**src/rtl/clkgen_wdt_pkg.sv**
```systemverilog
package clkgen_wdt_pkg;

  // Width of the watchdog timeout code.
  localparam int unsigned CODE_W = 3;

  // Action taken when the timeout expires.
  typedef enum logic {
    ACT_RESET_RECOVER = 1'b0,
    ACT_RESET_ONLY    = 1'b1
  } wdt_action_e;

  // Where the recovery frequency comes from.
  typedef enum logic {
    SRC_STRAP  = 1'b0,
    SRC_STORED = 1'b1
  } wdt_src_e;

endpackage

```
**src/rtl/wdt_prescaler.sv**
```systemverilog
module wdt_prescaler #(
  parameter int unsigned SHORT_TICKS = 294,
  parameter int unsigned LONG_TICKS  = 2340
) (
  input  logic clk,
  input  logic rst,
  input  logic clear_i,
  input  logic run_i,
  input  logic tick_i,
  input  logic long_i,
  output logic base_tick_o
);
  localparam int unsigned MAX_TICKS = (LONG_TICKS > SHORT_TICKS) ? LONG_TICKS : SHORT_TICKS;
  localparam int unsigned PRE_W     = (MAX_TICKS > 1) ? $clog2(MAX_TICKS) : 1;

  logic [PRE_W-1:0] pre_q;
  logic [PRE_W-1:0] last_cnt;

  assign last_cnt    = long_i ? PRE_W'(LONG_TICKS - 1) : PRE_W'(SHORT_TICKS - 1);
  // The >= compare also covers a scale change part-way through a period.
  assign base_tick_o = run_i && !clear_i && tick_i && (pre_q >= last_cnt);

  always_ff @(posedge clk) begin
    if (rst || clear_i || !run_i) begin
      pre_q <= '0;
    end else if (tick_i) begin
      if (base_tick_o) pre_q <= '0;
      else             pre_q <= pre_q + 1'b1;
    end
  end
endmodule

```
**src/rtl/wdt_countdown.sv**
```systemverilog
module wdt_countdown
  import clkgen_wdt_pkg::*;
(
  input  logic              clk,
  input  logic              rst,
  input  logic              wr_i,
  input  logic [CODE_W-1:0] code_i,
  input  logic              test_en_i,
  input  logic              base_tick_i,
  output logic              run_o,
  output logic              expire_o
);
  logic [CODE_W-1:0] code_q;
  logic [CODE_W-1:0] remain_q;
  logic              armed_q;
  logic              code_zero;

  assign code_zero = (code_q == '0);
  assign run_o     = armed_q && (!code_zero || test_en_i);
  // A write in the same cycle wins over expiry.
  assign expire_o  = run_o && base_tick_i && !wr_i && (remain_q == CODE_W'(1));

  always_ff @(posedge clk) begin
    if (rst) begin
      code_q   <= '0;
      remain_q <= '0;
      armed_q  <= 1'b0;
    end else if (wr_i) begin
      code_q   <= code_i;
      remain_q <= (code_i == '0) ? CODE_W'(1) : code_i;
      armed_q  <= 1'b1;
    end else if (expire_o) begin
      armed_q  <= 1'b0;
    end else if (run_o && base_tick_i) begin
      remain_q <= remain_q - 1'b1;
    end
  end
endmodule

```
**src/rtl/wdt_freq_mux.sv**
```systemverilog
module wdt_freq_mux
  import clkgen_wdt_pkg::*;
#(
  parameter int unsigned FREQ_W = 9
) (
  input  logic              clk,
  input  logic              rst,
  input  logic              expire_i,
  input  wdt_action_e       action_i,
  input  wdt_src_e          src_i,
  input  logic [FREQ_W-1:0] rec_code_i,
  input  logic [FREQ_W-1:0] strap_freq_i,
  input  logic              sw_wr_i,
  input  logic [FREQ_W-1:0] sw_freq_i,
  output logic [FREQ_W-1:0] freq_o
);
  logic [FREQ_W-1:0] recovery_val;

  assign recovery_val = (src_i == SRC_STORED) ? rec_code_i : strap_freq_i;

  always_ff @(posedge clk) begin
    if (rst) begin
      freq_o <= strap_freq_i;
    end else if (expire_i && (action_i == ACT_RESET_RECOVER)) begin
      freq_o <= recovery_val;
    end else if (sw_wr_i) begin
      freq_o <= sw_freq_i;
    end
  end
endmodule

```
**src/rtl/wdt_status.sv**
```systemverilog
module wdt_status
  import clkgen_wdt_pkg::*;
(
  input  logic              clk,
  input  logic              rst,
  input  logic              expire_i,
  input  logic              wr_i,
  input  logic [CODE_W-1:0] code_i,
  output logic              sys_reset_o,
  output logic              alarm_o
);
  always_ff @(posedge clk) begin
    if (rst) begin
      sys_reset_o <= 1'b0;
      alarm_o     <= 1'b0;
    end else begin
      sys_reset_o <= expire_i;
      if (wr_i && (code_i == '0)) alarm_o <= 1'b0;
      else if (expire_i)          alarm_o <= 1'b1;
    end
  end
endmodule

```
**src/rtl/clkgen_watchdog.sv**
```systemverilog
module clkgen_watchdog
  import clkgen_wdt_pkg::*;
#(
  parameter int unsigned FREQ_W      = 9,
  parameter int unsigned SHORT_TICKS = 294,
  parameter int unsigned LONG_TICKS  = 2340
) (
  input  logic              clk,
  input  logic              rst,
  input  logic              tick_i,
  input  logic              scale_long_i,
  input  logic              wd_wr_i,
  input  logic [2:0]        wd_code_i,
  input  logic              test_en_i,
  input  logic              rst_only_i,
  input  logic              rec_stored_i,
  input  logic [FREQ_W-1:0] rec_code_i,
  input  logic [FREQ_W-1:0] strap_freq_i,
  input  logic              sw_freq_wr_i,
  input  logic [FREQ_W-1:0] sw_freq_i,
  output logic [FREQ_W-1:0] freq_sel_o,
  output logic              sys_reset_o,
  output logic              alarm_o
);
  logic base_tick;
  logic run;
  logic expire;

  wdt_prescaler #(
    .SHORT_TICKS(SHORT_TICKS),
    .LONG_TICKS (LONG_TICKS)
  ) u_pre (
    .clk        (clk),
    .rst        (rst),
    .clear_i    (wd_wr_i),
    .run_i      (run),
    .tick_i     (tick_i),
    .long_i     (scale_long_i),
    .base_tick_o(base_tick)
  );

  wdt_countdown u_cnt (
    .clk        (clk),
    .rst        (rst),
    .wr_i       (wd_wr_i),
    .code_i     (wd_code_i),
    .test_en_i  (test_en_i),
    .base_tick_i(base_tick),
    .run_o      (run),
    .expire_o   (expire)
  );

  wdt_status u_stat (
    .clk        (clk),
    .rst        (rst),
    .expire_i   (expire),
    .wr_i       (wd_wr_i),
    .code_i     (wd_code_i),
    .sys_reset_o(sys_reset_o),
    .alarm_o    (alarm_o)
  );

  wdt_freq_mux #(.FREQ_W(FREQ_W)) u_mux (
    .clk         (clk),
    .rst         (rst),
    .expire_i    (expire),
    .action_i    (wdt_action_e'(rst_only_i)),
    .src_i       (wdt_src_e'(rec_stored_i)),
    .rec_code_i  (rec_code_i),
    .strap_freq_i(strap_freq_i),
    .sw_wr_i     (sw_freq_wr_i),
    .sw_freq_i   (sw_freq_i),
    .freq_o      (freq_sel_o)
  );
endmodule

```
**config.mk**
```make
export PLATFORM = sky130hd
export DESIGN_NAME = clkgen_watchdog
export DESIGN_NICKNAME = d
export VERILOG_FILES = /design/src/rtl/clkgen_wdt_pkg.sv /design/src/rtl/wdt_prescaler.sv /design/src/rtl/wdt_countdown.sv /design/src/rtl/wdt_freq_mux.sv /design/src/rtl/wdt_status.sv /design/src/rtl/clkgen_watchdog.sv
export SDC_FILE = /design/constraint.sdc
export NUM_CORES = 1
export LEC_CHECK = 0
export ABC_AREA = 1
export BUFFER_PORTS_ARGS = -buffer_cell sky130_fd_sc_hd__buf_4
export CORE_UTILIZATION = 50
export DETAILED_ROUTE_END_ITERATION = 7
export GPL_TIMING_DRIVEN = 0
export HOLD_SLACK_MARGIN = 0.03
export PLACE_DENSITY = 0.75
export SYNTH_ARGS = -nofsm -noshare
export SYNTH_HDL_FRONTEND = slang
export SYNTH_HIERARCHICAL = 1
export SYNTH_SLANG_ARGS = --single-unit
```
**constraint.sdc**
```tcl
create_clock -name clk -period 4.89 [get_ports clk]
set_clock_uncertainty 0.2 [all_clocks]
set_input_delay 0.2445 -clock clk [delete_from_list [all_inputs] [get_ports clk]]
set_output_delay 0.2445 -clock clk [all_outputs]
set_load 0.02 [all_outputs]
```
# ---- Word level (Yosys, flattened, before mapping)
# Index checks and enable logic that the tools add are counted.
dict set report word_totals {
  register_bits 30
  inputBits 39
  out_inout_bits 11
  elab_cells 47
}
dict set report classes {
  add_sub_neg 2
  n_lt_le_gt_ge 1
  n_eq_ne 2
  muxes 12
  bitwise_logic 1
  reduce_logical 22
}
# cell n
set ops {}
lappend ops {{2-to-1 mux 9 bit} 4}
lappend ops {{2-to-1 mux 12 bit} 2}
lappend ops {{adder 12 x 1 -> 12 bit, second input constant} 1}
lappend ops {{>= comparator 12 bit} 1}
lappend ops {{2-to-1 mux 3 bit} 4}
lappend ops {{logical AND 1 bit} 9}
lappend ops {{zero test 3 bit} 2}
lappend ops {{nonzero test 2 bit} 2}
lappend ops {{equality test 3 x 1 -> 1 bit, second input constant} 1}
lappend ops {{zero test 1 bit} 3}
lappend ops {{logical OR 1 bit} 3}
lappend ops {{nonzero test 3 bit} 1}
lappend ops {{subtractor 3 x 1 -> 3 bit, second input constant} 1}
lappend ops {{2-to-1 mux 1 bit} 2}
lappend ops {{inequality test 2 bit, second input constant} 1}
lappend ops {{AND reduction 2 bit} 1}
lappend ops {{OR reduction 2 bit} 1}
lappend ops {{inverter 1 bit} 1}

# ---- Logic depth before layout (Yosys ltp)
dict set report depth {
  word_depth 13
  ltp_mapped 16
  mapped_depth_nobuf 16
}

# ---- Hierarchy
# The synthesis kept the hierarchy.
# mod instances cells_each area_each_um2 seq_area_each_um2
set by_module_without_submodules {}
lappend by_module_without_submodules {wdt_prescaler 1 111 749.5 240.2}
lappend by_module_without_submodules {wdt_freq_mux 1 88 656.9 270.3}
lappend by_module_without_submodules {wdt_countdown 1 54 370.4 140.1}
lappend by_module_without_submodules {wdt_status 1 12 81.3 40.0}

# ---- Worst setup path after synthesis
# OpenSTA, ideal clock, no wires.
dict set report synth_path {
  kind {reg2reg}
  startpoint {register u_pre.pre_q[11]}
  endpoint {register u_mux.freq_o[0], enable pin}
  setup_time_ns 0.335
  t_arrival_ns 1.967
  t_required_ns 4.355
  path_slack_ns 2.388
  path_stages_with_launch 15
  path_buffers 0
  synth_period_minus_slack_ns 2.502
  path_cell_list {dfxtp_1 ha_1 nand2_1 inv_1 nand2_1 nor2_1 nor2_2 nand2_1 nand2_2 inv_1 nand3_1 nor2_1 nand2_4 nand2_1 or2_1}
}
dict set report synth_via {
  elab_chain_cells 7
}
# element line_no
set synth_lines {}
lappend synth_lines {{start: declaration} wdt_prescaler.sv:16} ;# logic [PRE_W-1:0] pre_q;
lappend synth_lines {{start signal: assignment} wdt_prescaler.sv:28} ;# else pre_q <= pre_q + 1'b1;
lappend synth_lines {{>= comparator 12 bit} wdt_prescaler.sv:21} ;# assign base_tick_o = run_i && !clear_i && tick_i && (pre_q >= last_cnt);
lappend synth_lines {{logical AND 1 bit} wdt_prescaler.sv:21}
lappend synth_lines {{via base_tick} clkgen_watchdog.sv:25} ;# logic base_tick;
lappend synth_lines {{logical AND 1 bit (3 in series)} wdt_countdown.sv:21} ;# assign expire_o = run_o && base_tick_i && !wr_i && (remain_q == CODE_W'(1));
lappend synth_lines {{via expire} clkgen_watchdog.sv:27} ;# logic expire;
lappend synth_lines {{logical AND 1 bit} wdt_freq_mux.sv:24} ;# end else if (expire_i && (action_i == ACT_RESET_RECOVER)) begin
lappend synth_lines {{nonzero test 3 bit (no line)} n/a}
lappend synth_lines {{end signal: assignment} wdt_freq_mux.sv:23} ;# freq_o <= strap_freq_i;
lappend synth_lines {{end signal: assignment} wdt_freq_mux.sv:25} ;# freq_o <= recovery_val;
lappend synth_lines {{end signal: assignment} wdt_freq_mux.sv:27} ;# freq_o <= sw_freq_i;
lappend synth_lines {{end: declaration} wdt_freq_mux.sv:15} ;# output logic [FREQ_W-1:0] freq_o
# The timed path passes the listed nets, and every way through them passes these cells.
# A chain may end at the register's enable or synchronous reset.

# ---- Worst setup path after layout
dict set report layout_path {
  startpoint {register u_pre.pre_q[11]}
  endpoint {register u_mux.freq_o[7], enable pin}
}
# The elaborated chain is that of the path after synthesis.

==> summary.md <==
| Metric | Value |
|---|---|
| Initial core utilization | 54.0% |
| Predominant post-synthesis flop cell | dfxtp_1 |
| CTS resizes | 0 |
| Routed length per instance | 11.5 µm |
| F_max | 331 MHz |
| Average size of a mapped cell | 7.01 µm² |
| Die width | 63.0 µm |
| WL met1 | ~1900 µm |
| Routed wire length | 4220 µm |
| Die outline height | 63.0 µm |
| Total iterations of the first detailed-routing run | 4 |
| IO buf count | 48 |
| Unrepaired setup endpoints after global routing | false |
| Asr flop ratio synth | 0% |
| Synth top area share | around 23% |
| Non-filler cells in the finished layout | 368 |
| H-tree depth | 2 |
| Share of cells above drive strength 1 | around a quarter |
| Synth area leaders | dfxtp_1 23%, edfxtp_1 15%, nand2_1 13% |
| Area of the core | approximately 0.0034 mm² |
| DRC violations left | 0 |
| Number of synthesized flops with an enable pin | 9 |
| Number of global-route vias before repair | around 1700 |
| Cells along the critical path | ha_1, nand2_1, inv_1, nand2_1, nor2_1, nor2_2, nand2_1, nand2_2, inv_1, nand3_1, nor2_1, nand2_4, nand2_1, or2_1 |
| Worst-case reg-to-reg path depth | 14 |
| Crit-path leading delay family | simple AND/OR/NAND/NOR gates |
| Cts bufs inserted | 5 |
| Crit path DAT | 2.74 ns |
| Critical Path Sink Type | register |
| LEAKAGE | 1.12 nW |
| CTS sink count | 30 |
| WL met2 | 2050 µm |
| Largest net degree at the start of global routing | 11 |
| Max_cap viols | 0 |
| Final setup fails | 0 |
| Sw Ratio | between 20% and 30% |
| Antenna violations before repair | 0 |
| CP max-delay cell | nor2_1 |
| Syn Nets | 310 |
| FF+latch count, synth | 30 |
| Final min period | just over 3 ns |
| Gpl congestion | 0.800 |
| Pre-CTS setup slack | ~1.8 ns |
| Post-Place Cells | 359 |
| Setup TNS Final | 0 ns |
| CTS root buf | clkbuf_8 |
| CP Launch Type | register |
| Top-count cell post-synth | nand2_1 |
| Comb power frac | 18.2% |
| Power Density | 239 mW/mm² |
| Post-route setup slack | 1.87 ns |
| Required @ worst endpoint | 4.61 ns |
| Gr usage total | 23.5% |
| CP peak stage delay | 0.46 ns |
| Clock slew at reported path FFs | 0.07 ns |
| Slew @ Worst Pin | about 0.55 ns |
| CP Class | register to register |
| Total grt overflow | 0 |
| Row count | 21 |
| Psw | 0.150 mW |
| Post-route ant nets | 0 |
| Top Metal Used | met4 |
| Final max-slew violation count | 0 |
| Synth top cells by count | 62 x nand2_1, 40 x inv_1, 37 x nor2_1 |
| Min-delay worst type | input port to register |
| Cell count of the worst hold path | 5 |
| Vias/cell | 4.89 |
| Detailed-placement wirelength estimate | 3180 µm |
| WL met3 | 244 µm |
| Tcrit/Tclk final | 61.8% |
| Yosys cell types | 31 |
| Leading area contributor after synthesis | dfxtp_1 |
| Clock group share of total power | around a third |
| Synthesis-to-layout area growth | 27.4% |
| Global-route wire length before repair | ~7300 µm |
| Int Pwr | 0.416 mW |
| Synth Instances | 265 |
| DRT iter0 DRCs | 126 |
| Die area | 0.00396 mm² |
| Setup bufs post-CTS | 0 |
| # IOs | 50 |
| ANT cells | 0 |
| CTS Hold Bufs | 1 |
| Critical path fanouts, max | 10 |
| CTS tree | yes |
| Worst Path Buf+Inv | 2 |
| Slew Limit Headroom | 63.2% |
| Most frequent CP cell | nand2_1 |
| Flop pwr share | ~50% |
| Register area share after synthesis | between 30% and 40% |
| Worst IR drop on VDD | 0.167 mV |
| Final hold vios | 0 |
| Clk buf depth | 2 |
| Final #Nets | roughly 370 |
| Clk_lat worst skew | 0.28 ns |
| Final core occ | 68.8% |
| Via Count | 1801 |
| Number of cells on the critical path | 14 |
| Outcome | completed |
| Synthesized area | 0.00186 mm² |
| Ys Warns | 6 |
[final cells by class]
cell class / count / area, µm²
Timing Repair Buffer: 49 / 370
Sequential cell: 30 / 691
Clock buffer: 6 / 72.6
Tap cell: 46 / 57.6
Buffer: 3 / 23.8
Inverter: 46 / 173
Fill cell: 304 / 1070
Multi-Input combinational cell: 186 / 971
Clock inverter: 2 / 8.76
[placed cells by master, fill, tap and decap left out, drive strengths merged]
| cell | instances |
|---|---|
| a21boi | 1 |
| nand2 | 67 |
| nor2 | 44 |
| o22ai | 1 |
| xor2 | 2 |
| clkinv | 2 |
| o21bai | 4 |
| ha | 6 |
| o21a | 1 |
| nand4 | 3 |
| or2 | 1 |
| edfxtp | 9 |
| buf | 51 |
| a21oi | 22 |
| dfxtp | 21 |
| o21ai | 6 |
| dlygate4sd3 | 1 |
| clkbuf | 6 |
| nand3 | 24 |
| inv | 46 |
| nor3 | 3 |
| xnor2 | 1 |
[layer usage]
metal | vias to the layer above | GRT usage [%]
met5 | - | 0
met4 | 0 | 7.56
met3 | 2 | 6.93
met2 | 60 | 38.8
met1 | 788 | 29.0
li1 | 951 | -
[power groups by stage]
stage	sequential [mW]	clock [mW]	combinational [mW]
after floorplan	0.291	0	0.0420
after global placement	0.281	0	0.0995
after detailed placement	0.282	0	0.102
after CTS	0.276	0.190	0.103
after global routing	0.278	0.207	0.113
final	0.276	0.187	0.103
[worst reg2reg max path: stages, from the launching register on]
cell and delay, ns:
dfxtp_1 0.32, ha_1 0.29, nand2_1 0.05, inv_1 0.06
nand2_1 0.07, nor2_1 0.13, nor2_2 0.04, nand2_1 0.08
nand2_2 0.10, inv_1 0.07, nand3_1 0.13, nor2_1 0.46
nand2_4 0.18, nand2_1 0.11, or2_1 0.39
[registers in the layout, indices dropped and copies added, names as in the netlist]
register            flops
u_stat/alarm_o          1
u_mux/freq_o            9
u_cnt/armed_q           1
u_cnt/code_q            3
u_stat/sys_reset_o      1
u_pre/pre_q            12
u_cnt/remain_q          3
[kinds of logic after synthesis]
group / count (synthesis) / share of synthesized area [%]
AOI/OAI and AO/OA: 35 / 11.9
adders and majority gates: 6 / 4.04
DFF: 30 / 37.2
xor gates and xnor gates: 3 / 1.41
and+or+nand+nor: 142 / 34.9
buffers and inverters: 49 / 10.6
[worst paths after layout]
| path | start | end | slack [ns] |
|---|---|---|---|
| max | u_pre/pre_q[11] | u_mux/freq_o[7] | 1.87 |
| min | wd_code_i[0] | u_stat/alarm_o | 0.06 |
| max reg2reg | u_pre/pre_q[11] | u_mux/freq_o[7] | 1.87 |
| min reg2reg | u_cnt/code_q[1] | u_cnt/code_q[1] | 0.28 |
[stage by stage]
stage,cell area (µm²),hold WS [ns],power (mW)
after floorplan,1860,0.114,0.333
after global placement,2280,0.249,0.381
after detailed placement,2280,0.267,0.384
after CTS,2370,0.0569,0.570
after global routing,2370,0.0783,0.598
final,2370,0.0643,0.566
Note: power is estimated with default switching activity, not from simulation.
